<file path="config.mk">
export PLATFORM = sky130hd
export DESIGN_NAME = csma_backoff_timer
export DESIGN_NICKNAME = d
export VERILOG_FILES = /design/src/rtl/csma_bo_pkg.sv /design/src/rtl/backoff_lfsr.sv /design/src/rtl/coll_count_reg.sv /design/src/rtl/slot_timer.sv /design/src/rtl/csma_backoff_timer.sv
export SDC_FILE = /design/constraint.sdc
export NUM_CORES = 1
export LEC_CHECK = 0
export BUFFER_PORTS_ARGS = -buffer_cell sky130_fd_sc_hd__buf_2
export CAP_MARGIN = 25
export CORE_UTILIZATION = 37
export DETAILED_ROUTE_END_ITERATION = 16
export GPL_TIMING_DRIVEN = 0
export HOLD_SLACK_MARGIN = 0.03
export PLACE_DENSITY = 0.56
export SYNTH_ARGS = -nofsm -noshare
export SYNTH_HDL_FRONTEND = slang
export SYNTH_HIERARCHICAL = 1
export SYNTH_SLANG_ARGS = --single-unit
</file>
<file path="constraint.sdc">
create_clock -name clk_i -period 3.2 [get_ports clk_i]
set_input_delay 0.16 -clock clk_i [delete_from_list [all_inputs] [get_ports clk_i]]
set_output_delay 0.16 -clock clk_i [all_outputs]
set_load 0.005 [all_outputs]
</file>
<file path="src/rtl/csma_bo_pkg.sv">
package csma_bo_pkg;
  typedef enum logic {
    BO_RANDOM = 1'b0,
    BO_FIXED  = 1'b1
  } bo_mode_e;
endpackage

</file>
<file path="src/rtl/backoff_lfsr.sv">
module backoff_lfsr #(
  parameter int unsigned         W     = 16,
  parameter int unsigned         OUT_W = 8,
  parameter logic [W-1:0]        TAPS  = 16'hB400,
  parameter logic [W-1:0]        SEED  = 16'hACE1
) (
  input  logic             clk_i,
  input  logic             rst_ni,
  output logic [OUT_W-1:0] rnd_o
);
  logic [W-1:0] state_q;
  logic         fb;

  assign fb    = ^(state_q & TAPS);
  assign rnd_o = state_q[OUT_W-1:0];

  always_ff @(posedge clk_i or negedge rst_ni) begin
    if (!rst_ni) state_q <= SEED;
    else         state_q <= {state_q[W-2:0], fb};
  end


  lfsr_nonzero_chk: assert property (@(posedge clk_i) disable iff (!rst_ni) state_q != '0);
endmodule

</file>
<file path="src/rtl/coll_count_reg.sv">
module coll_count_reg #(
  parameter int unsigned CW = 8
) (
  input  logic          clk_i,
  input  logic          rst_ni,
  input  logic          clr_i,
  input  logic          load_i,
  input  logic [CW-1:0] data_i,
  input  logic          inc_i,
  output logic [CW-1:0] cnt_o,
  output logic [CW-1:0] cnt_inc_o
);
  localparam logic [CW-1:0] CNT_MAX = '1;

  logic [CW-1:0] cnt_q;

  assign cnt_o     = cnt_q;
  assign cnt_inc_o = (cnt_q == CNT_MAX) ? cnt_q : cnt_q + 1'b1;

  always_ff @(posedge clk_i or negedge rst_ni) begin
    if (!rst_ni)     cnt_q <= '0;
    else if (clr_i)  cnt_q <= '0;
    else if (load_i) cnt_q <= data_i;
    else if (inc_i)  cnt_q <= cnt_inc_o;
  end


  no_overflow_chk: assert property (@(posedge clk_i) disable iff (!rst_ni)
    (inc_i && !clr_i && !load_i && cnt_q == CNT_MAX) |=> cnt_q == CNT_MAX);

  clr_zero_chk: assert property (@(posedge clk_i) disable iff (!rst_ni) clr_i |=> cnt_q == '0);

  cnt_hold_chk: assert property (@(posedge clk_i) disable iff (!rst_ni)
    (!clr_i && !load_i && !inc_i) |=> $stable(cnt_q));
endmodule

</file>
<file path="src/rtl/slot_timer.sv">
module slot_timer #(
  parameter int unsigned CW = 8,
  parameter int unsigned LW = 8
) (
  input  logic          clk_i,
  input  logic          rst_ni,
  input  logic          bit_en_i,
  input  logic [LW-1:0] slot_len_i,
  input  logic          start_i,
  input  logic [CW-1:0] slots_i,
  input  logic          abort_i,
  output logic          active_o,
  output logic          retx_o
);
  localparam int unsigned BW = LW + 1;

  logic [BW-1:0] len_dec;
  logic [BW-1:0] bit_q;
  logic [CW-1:0] slot_q;
  logic          act_q, retx_q;

  // zero selects 2^LW bit times
  assign len_dec  = (slot_len_i == '0) ? BW'(1) << LW : {1'b0, slot_len_i};
  assign active_o = act_q;
  assign retx_o   = retx_q;

  always_ff @(posedge clk_i or negedge rst_ni) begin
    if (!rst_ni) begin
      act_q  <= 1'b0;
      retx_q <= 1'b0;
      slot_q <= '0;
      bit_q  <= '0;
    end else begin
      retx_q <= 1'b0;
      if (start_i) begin
        act_q  <= 1'b1;
        slot_q <= slots_i;
        bit_q  <= len_dec;
      end else if (abort_i) begin
        act_q <= 1'b0;
      end else if (act_q && bit_en_i) begin
        if (slot_q == '0) begin
          act_q  <= 1'b0;
          retx_q <= 1'b1;
        end else if (bit_q == BW'(1)) begin
          bit_q <= len_dec;
          if (slot_q == CW'(1)) begin
            act_q  <= 1'b0;
            retx_q <= 1'b1;
          end else begin
            slot_q <= slot_q - 1'b1;
          end
        end else begin
          bit_q <= bit_q - 1'b1;
        end
      end
    end
  end


  start_active_chk: assert property (@(posedge clk_i) disable iff (!rst_ni) start_i |=> act_q);

  retx_single_chk: assert property (@(posedge clk_i) disable iff (!rst_ni) retx_q |=> !retx_q);

  retx_after_active_chk: assert property (@(posedge clk_i) disable iff (!rst_ni)
    $rose(retx_q) |-> $fell(act_q));

  abort_quiet_chk: assert property (@(posedge clk_i) disable iff (!rst_ni)
    (abort_i && !start_i) |=> (!act_q && !retx_q));

  idle_quiet_chk: assert property (@(posedge clk_i) disable iff (!rst_ni)
    (!act_q && !start_i) |=> (!act_q && !retx_q));
endmodule

</file>
<file path="src/rtl/csma_backoff_timer.sv">
module csma_backoff_timer #(
  parameter int unsigned CW      = 8,
  parameter int unsigned LW      = 8,
  parameter int unsigned EXP_MAX = 8,
  parameter int unsigned RND_W   = 16
) (
  input  logic          clk_i,
  input  logic          rst_ni,
  input  logic          bit_en_i,
  input  logic [LW-1:0] slot_len_i,
  input  logic          det_mode_i,
  input  logic          coll_i,
  input  logic          frame_start_i,
  input  logic          cnt_clr_i,
  input  logic          cnt_load_i,
  input  logic [CW-1:0] cnt_data_i,
  output logic [CW-1:0] coll_cnt_o,
  output logic          backoff_o,
  output logic          retx_o
);
  import csma_bo_pkg::*;

  bo_mode_e      mode;
  logic [CW-1:0] cnt, cnt_inc, rnd, mask, slots;
  logic          inc;

  assign mode = bo_mode_e'(det_mode_i);
  assign inc  = coll_i && (mode == BO_RANDOM);

  backoff_lfsr #(.W(RND_W), .OUT_W(CW)) u_lfsr (
    .clk_i, .rst_ni, .rnd_o(rnd)
  );

  coll_count_reg #(.CW(CW)) u_cnt (
    .clk_i, .rst_ni,
    .clr_i(cnt_clr_i), .load_i(cnt_load_i), .data_i(cnt_data_i),
    .inc_i(inc), .cnt_o(cnt), .cnt_inc_o(cnt_inc)
  );

  // window bit i open when min(count,EXP_MAX) > i
  for (genvar i = 0; i < CW; i++) begin : g_mask
    if (i < EXP_MAX) begin : g_on
      assign mask[i] = cnt_inc > CW'(i);
    end else begin : g_off
      assign mask[i] = 1'b0;
    end
  end

  assign slots = (mode == BO_FIXED) ? cnt : (rnd & mask);

  slot_timer #(.CW(CW), .LW(LW)) u_tmr (
    .clk_i, .rst_ni, .bit_en_i, .slot_len_i,
    .start_i(coll_i), .slots_i(slots), .abort_i(frame_start_i),
    .active_o(backoff_o), .retx_o
  );

  assign coll_cnt_o = cnt;


  fixed_cnt_hold_chk: assert property (@(posedge clk_i) disable iff (!rst_ni)
    (coll_i && det_mode_i && !cnt_clr_i && !cnt_load_i) |=> $stable(coll_cnt_o));

  rand_inc_chk: assert property (@(posedge clk_i) disable iff (!rst_ni)
    (coll_i && !det_mode_i && !cnt_clr_i && !cnt_load_i && coll_cnt_o != '1)
      |=> coll_cnt_o == $past(coll_cnt_o) + 1'b1);
endmodule

</file>
# Word level (Yosys, flattened, before mapping)
# Index checks and enable logic that the tools add are counted.
# Widths: inputs -> output; s select.
dict set report totals {
  regBits 43
  input_bits 24
  out_inout_bits 10
  wordCells 68
}
dict set report classes {
  add_sub_neg 3
  magnitude_cmp 8
  eq_ne 6
  n_mux 29
  bitwise 2
  n_reduce_logical 14
}
# cell n
set ops {}
lappend ops {{$mux 8} 11}
lappend ops {{$mux 9} 6}
lappend ops {{$gt 8x3->1 const B} 4}
lappend ops {{$gt 8x1->1 const B} 2}
lappend ops {{$gt 8x2->1 const B} 2}
lappend ops {{$logic_not 8->1} 2}
lappend ops {{$reduce_xor 16->1} 1}
lappend ops {{$mux 1} 12}
lappend ops {{$eq 9x1->1 const B} 1}
lappend ops {{$sub 9x1->9 const B} 1}
lappend ops {{$add 8x1->8 const B} 1}
lappend ops {{$and 8x8->8} 1}
lappend ops {{$eq 8x1->1 const B} 1}
lappend ops {{$eq 8x8->1 const B} 1}
lappend ops {{$reduce_bool 4->1} 2}
lappend ops {{$sub 8x1->8 const B} 1}
lappend ops {{$ne 2x2->1 const B} 3}
lappend ops {{$reduce_and 3->1} 2}
lappend ops {{$reduce_bool 3->1} 2}
lappend ops {{$reduce_and 5->1} 1}
lappend ops {{$reduce_bool 2->1} 2}
lappend ops {{$logic_and 1x1->1} 2}
lappend ops {{$not 1->1} 1}

# Logic depth before layout (Yosys ltp)
dict set report logic_depth {
  depth_word 7
  depth_mapped 11
  mapped_depth_nobuf 10
}

# Cells and area by module
# Netlist, hierarchy kept.
# mod instances cells_per_inst area_per_inst_um2 seq_area_each_um2
set by_module_without_submodules {}
lappend by_module_without_submodules {slot_timer 1 146 1336.3 475.5}
lappend by_module_without_submodules {coll_count_reg 1 82 661.9 200.2}
lappend by_module_without_submodules {backoff_lfsr 1 27 496.7 410.4}
lappend by_module_without_submodules {csma_backoff_timer 1 31 203.9 0.0}

# Least setup slack after synthesis
# No wires, ideal clock.
dict set report synth_timing {
  path_type {reg2reg}
  startpoint {register u_cnt.cnt_q[0], in the netlist u_cnt/cnt_o[0]}
  endpoint {register u_tmr.slot_q[1]}
  arrival_ns 2.314
  required_time_ns 3.079
  path_slack_ns 0.765
  path_stages_with_launch 11
  path_buffers 1
  cell_sequence {dfrtp_1 > ha_1 > clkbuf_2 > and3_1 > nand3_1 > nor3_1 > a21oi_1 > or4_4 > o41ai_2 > o21ai_1 > a22o_1}
}
dict set report synth_via {
  elab_chain_cells 6
}
# item line
set synth_rtl {}
lappend synth_rtl {{from (decl)} coll_count_reg.sv:15} ;# logic [CW-1:0] cnt_q;
lappend synth_rtl {{from (signal assigned)} coll_count_reg.sv:23} ;# else if (load_i) cnt_q <= data_i;
lappend synth_rtl {{from (signal assigned)} coll_count_reg.sv:24} ;# else if (inc_i) cnt_q <= cnt_inc_o;
lappend synth_rtl {{$add 8x1->8 or $eq 8x8->1 (tied branches)} coll_count_reg.sv:18} ;# assign cnt_inc_o = (cnt_q == CNT_MAX) ? cnt_q : cnt_q + 1'b1;
lappend synth_rtl {{$mux 8 (*)} coll_count_reg.sv:18}
lappend synth_rtl {{net cnt_inc[6]} csma_backoff_timer.sv:24} ;# logic [CW-1:0] cnt, cnt_inc, rnd, mask, slots;
lappend synth_rtl {{$gt 8x1->1 (*)} csma_backoff_timer.sv:43} ;# assign mask[i] = cnt_inc > CW'(i);
lappend synth_rtl {{$and 8x8->8 (*)} csma_backoff_timer.sv:49} ;# assign slots = (mode == BO_FIXED) ? cnt : (rnd & mask);
lappend synth_rtl {{$mux 8 (*)} csma_backoff_timer.sv:49}
lappend synth_rtl {{net slots[1]} csma_backoff_timer.sv:24}
lappend synth_rtl {{$mux 8 (*)} slot_timer.sv:35} ;# if (start_i) begin
lappend synth_rtl {{to (signal assigned)} slot_timer.sv:37} ;# slot_q <= slots_i;
lappend synth_rtl {{to (signal assigned)} slot_timer.sv:51} ;# slot_q <= slot_q - 1'b1;
lappend synth_rtl {{to (decl)} slot_timer.sv:19} ;# logic [CW-1:0] slot_q;
# The timed path passes the listed nets; every way through them passes the cells marked *.
# A chain may end at the register's enable or synchronous reset.

# Final worst setup path
# Ends and elaborated chain as after synthesis.

==> impl_metrics.env <==
export IMPL_hold_violations=0
export IMPL_portBuffers=31
export IMPL_avgSynthCellArea_um2=9.44
export IMPL_yosys_top_cells_area="dfrtp_1 (32%), dfstp_2 (7.8%), mux2i_1 (5.2%)"
export IMPL_r2r_cells=10
export IMPL_grt_pass1_vias=2197
export IMPL_antenna_found_initial=0
export IMPL_rsz0062_at_grt="no"
export IMPL_synth_largest_area_cell="dfrtp_1"
export IMPL_worstPathRequired_ns=3.39
export IMPL_synth_seq_cells=43
export IMPL_maxCapViolations=0
export IMPL_min_from="cnt_data_i[3]"
export IMPL_die_w_um=87.4
export IMPL_cts_sinks=43
export IMPL_netlist_area_mm2=0.00270
export IMPL_final_layout_size_suffix_gt1_share_pct=26.2
export IMPL_core_area_mm2=0.00691
export IMPL_ctsHoldBuffers=1
export IMPL_grt_pass1_wl_um=10800
export IMPL_start_util_pct=39.1
export IMPL_clock_path_buffers=2
export IMPL_clock_skew_ns=0.0115
export IMPL_nNetsFinal=356
export IMPL_rows=30
export IMPL_tightest_slew_ns=0.633
export IMPL_num_antenna_cells=0
export IMPL_reg2reg_to="u_tmr/slot_q[1]$_DFFE_PN0P_"
export IMPL_fin_crit_ns=2.72
export IMPL_final_setup_viol_count=0
export IMPL_crit_type="reg -> reg"
export IMPL_wl_per_cell_um=14.9
export IMPL_cts_root_buf="clkbuf_8"
export IMPL_routed_wl_um=6320
export IMPL_cts_resized_gates=0
export IMPL_ys_warn_count=6
export IMPL_r2r_start="u_cnt/cnt_o[0]$_DFFE_PN0P_"
export IMPL_drt_pass1_iter_count=4
export IMPL_fmax_mhz=368
export IMPL_synth_main_ff_cell="dfrtp_1"
export IMPL_relSlewSlack_pct=57.8
export IMPL_p_leak_nw=1.35
export IMPL_min_to="u_cnt/cnt_o[3]$_DFFE_PN0P_"
export IMPL_syn_to_final_growth_pct=15.9
export IMPL_cts_tree="done"
export IMPL_worstHoldPathType="in -> reg"
export IMPL_ir_worst_vdd_mv=0.171
export IMPL_ant_nets=0
export IMPL_outcome="finished, final reports clean"
export IMPL_numCtsBuffers=5
export IMPL_slew_viol_final=0
export IMPL_ys_seq_area_share_pct=40.2
export IMPL_ys_types=61
export IMPL_timing_hold_ws_ns=0.0588
export IMPL_gp_congestion=0.794
export IMPL_crit_fanout=8
export IMPL_synth_nets=315
export IMPL_drc=0
export IMPL_num_vias=2266
export IMPL_worstPathArrival_ns=2.91
export IMPL_final_setup_tns_ns=0
export IMPL_overflow=0
export IMPL_dieArea_mm2=0.00764
export IMPL_grt_max_degree=44
export IMPL_die_h_um=87.4
export IMPL_synthArstFlopShare_pct=100
export IMPL_cts_setup_buffers=0
export IMPL_crit_path_start_kind="flip-flop"
export IMPL_endpoint_kind="flip-flop"
export IMPL_clk_pin_slew_worst_paths_ns=0.09
export IMPL_total_power_mw=1.42
export IMPL_synth_top_area_share_pct=32.5
export IMPL_grt_use_total_pct=18.4
export IMPL_syn_instance_count=286
export IMPL_pin_count=34
export IMPL_synth_edf_count=0
export IMPL_htreeDepth=2
export IMPL_vias_per_cell=5.34
export IMPL_whs_path_depth=3
export IMPL_clock_latency_ns=0.31
export IMPL_post_route_period_util_pct=85.0
export IMPL_dp_hpwl_um=4460
export IMPL_drtIter0Drc=108
export IMPL_r2r_setup_slack_ns=0.48
export IMPL_powerDensity_mw_per_mm2=453
through the flow:
stage	cell area (µm²)	worst slack [ns]	std cells	utilization, %
5_1_grt	3130	0.275	424	45.3
3_3_place_gp	2970	0.506	413	43.1
2_1_floorplan	2700	0.765	286	-
3_5_place_dp	2970	0.493	413	43.1
4_1_cts	3100	0.467	422	44.8
6_report	3130	0.481	424	45.3
synthesized netlist by cell type, types with 3 or more instances:
| cell | count |
|---|---|
| a31oi_1 | 10 |
| buf_1 | 3 |
| or3_1 | 3 |
| nand3_1 | 10 |
| or2_2 | 3 |
| ha_1 | 5 |
| a21oi_1 | 13 |
| xnor2_1 | 4 |
| nor2_1 | 23 |
| o21ai_0 | 8 |
| mux2i_1 | 14 |
| dfstp_2 | 8 |
| nand2_1 | 15 |
| nor3_1 | 12 |
| or4_1 | 6 |
| o22ai_1 | 6 |
| o2bb2ai_1 | 8 |
| buf_2 | 5 |
| nand4_1 | 4 |
| clkbuf_1 | 4 |
| inv_1 | 12 |
| o21ai_1 | 5 |
| nor4_1 | 5 |
| buf_4 | 9 |
| a41oi_1 | 3 |
| o31ai_1 | 3 |
| o211ai_1 | 5 |
| dfrtp_1 | 35 |
| nor2b_1 | 4 |
| nand2b_1 | 4 |
kinds of logic (layout without fill, tap and decap cells):
family | Yosys count | count (layout) | synth area share, %
DFF | 43 | 43 | 40.2
AOI/OAI and AO/OA | 75 | 75 | 19.8
and+or+nand+nor | 108 | 108 | 23.8
xor gates and xnor gates | 6 | 6 | 1.95
muxes | 15 | 15 | 5.61
buffers and inverters | 34 | 76 | 6.26
adders and majority gates | 5 | 5 | 2.32
sequential cells by signal (all words and copies together), names as in the netlist:
| name | count |
|---|---|
| u_tmr/slot_q | 8 |
| u_tmr/bit_q | 9 |
| u_tmr/active_o | 1 |
| u_tmr/retx_o | 1 |
| u_cnt/cnt_o | 8 |
| u_lfsr/state_q | 16 |
worst max path at each step:
stage | start | to | slack [ns] | cells after the start
2_1_floorplan | u_cnt/cnt_o[0]$_DFFE_PN0P_ | u_tmr/slot_q[1]$_DFFE_PN0P_ | 0.77 | 10
3_3_place_gp | u_cnt/cnt_o[0]$_DFFE_PN0P_ | u_tmr/slot_q[1]$_DFFE_PN0P_ | 0.51 | 10
3_5_place_dp | u_cnt/cnt_o[0]$_DFFE_PN0P_ | u_tmr/slot_q[1]$_DFFE_PN0P_ | 0.49 | 10
4_1_cts | u_cnt/cnt_o[0]$_DFFE_PN0P_ | u_tmr/slot_q[1]$_DFFE_PN0P_ | 0.47 | 10
5_1_grt | u_cnt/cnt_o[0]$_DFFE_PN0P_ | u_tmr/slot_q[2]$_DFFE_PN0P_ | 0.27 | 11
6_report | u_cnt/cnt_o[0]$_DFFE_PN0P_ | u_tmr/slot_q[1]$_DFFE_PN0P_ | 0.48 | 10
placed cells by master (no fill, tap or decap), types with 3 or more instances in the layout:
master	Yosys	layout
a21oi_1	13	13
a41oi_1	3	3
nor2_1	23	23
nor4_1	5	5
dfstp_2	8	8
xnor2_1	4	4
nand4_1	4	4
dfrtp_1	35	35
inv_1	12	12
buf_1	3	3
o211ai_1	5	5
o31ai_1	3	3
mux2i_1	14	14
o21ai_1	5	5
nor2b_1	4	4
a31oi_1	10	10
o22ai_1	6	6
buf_2	5	36
nand2_1	15	15
or3_1	3	3
nand3_1	10	10
o2bb2ai_1	8	8
clkbuf_1	4	4
buf_4	9	9
o21ai_0	8	8
nor3_1	12	12
or4_1	6	6
clkbuf_8	0	5
ha_1	5	5
or2_2	3	3
nand2b_1	4	4
final cells by class:
cell class	count	area (µm²)
inverters	12	45.0
clock inverters	3	43.8
fillers	711	3780
flip-flops and latches	43	1090
clock buffers	5	68.8
repair buffers	34	195
multi-input cells	209	1440
well taps	96	120
plain buffers	22	124
critical path, stage by stage (launching register included):
cell      delay, ns
dfrtp_1        0.53
ha_1           0.20
clkbuf_2       0.17
and3_1         0.20
nand3_1        0.10
nor3_1         0.15
a21oi_1        0.06
or4_4          0.59
o41ai_2        0.23
o21ai_1        0.13
a22o_1         0.26
power breakdown:
part	switching, mW	internal (mW)
Clock	0.206	0.233
Sequential	0.0674	0.588
Combinational	0.183	0.139
routing by layer:
layer / vias up / part of all wire [%] / GRT usage [%]
met4: 0 / 2.0 / 7.15
met3: 10 / 3.6 / 3.22
li1: 1139 / - / -
met5: - / 0 / 0
met1: 1064 / 48 / 26.2
met2: 53 / 46 / 27.6
Note: power is estimated with default switching activity, not from simulation.
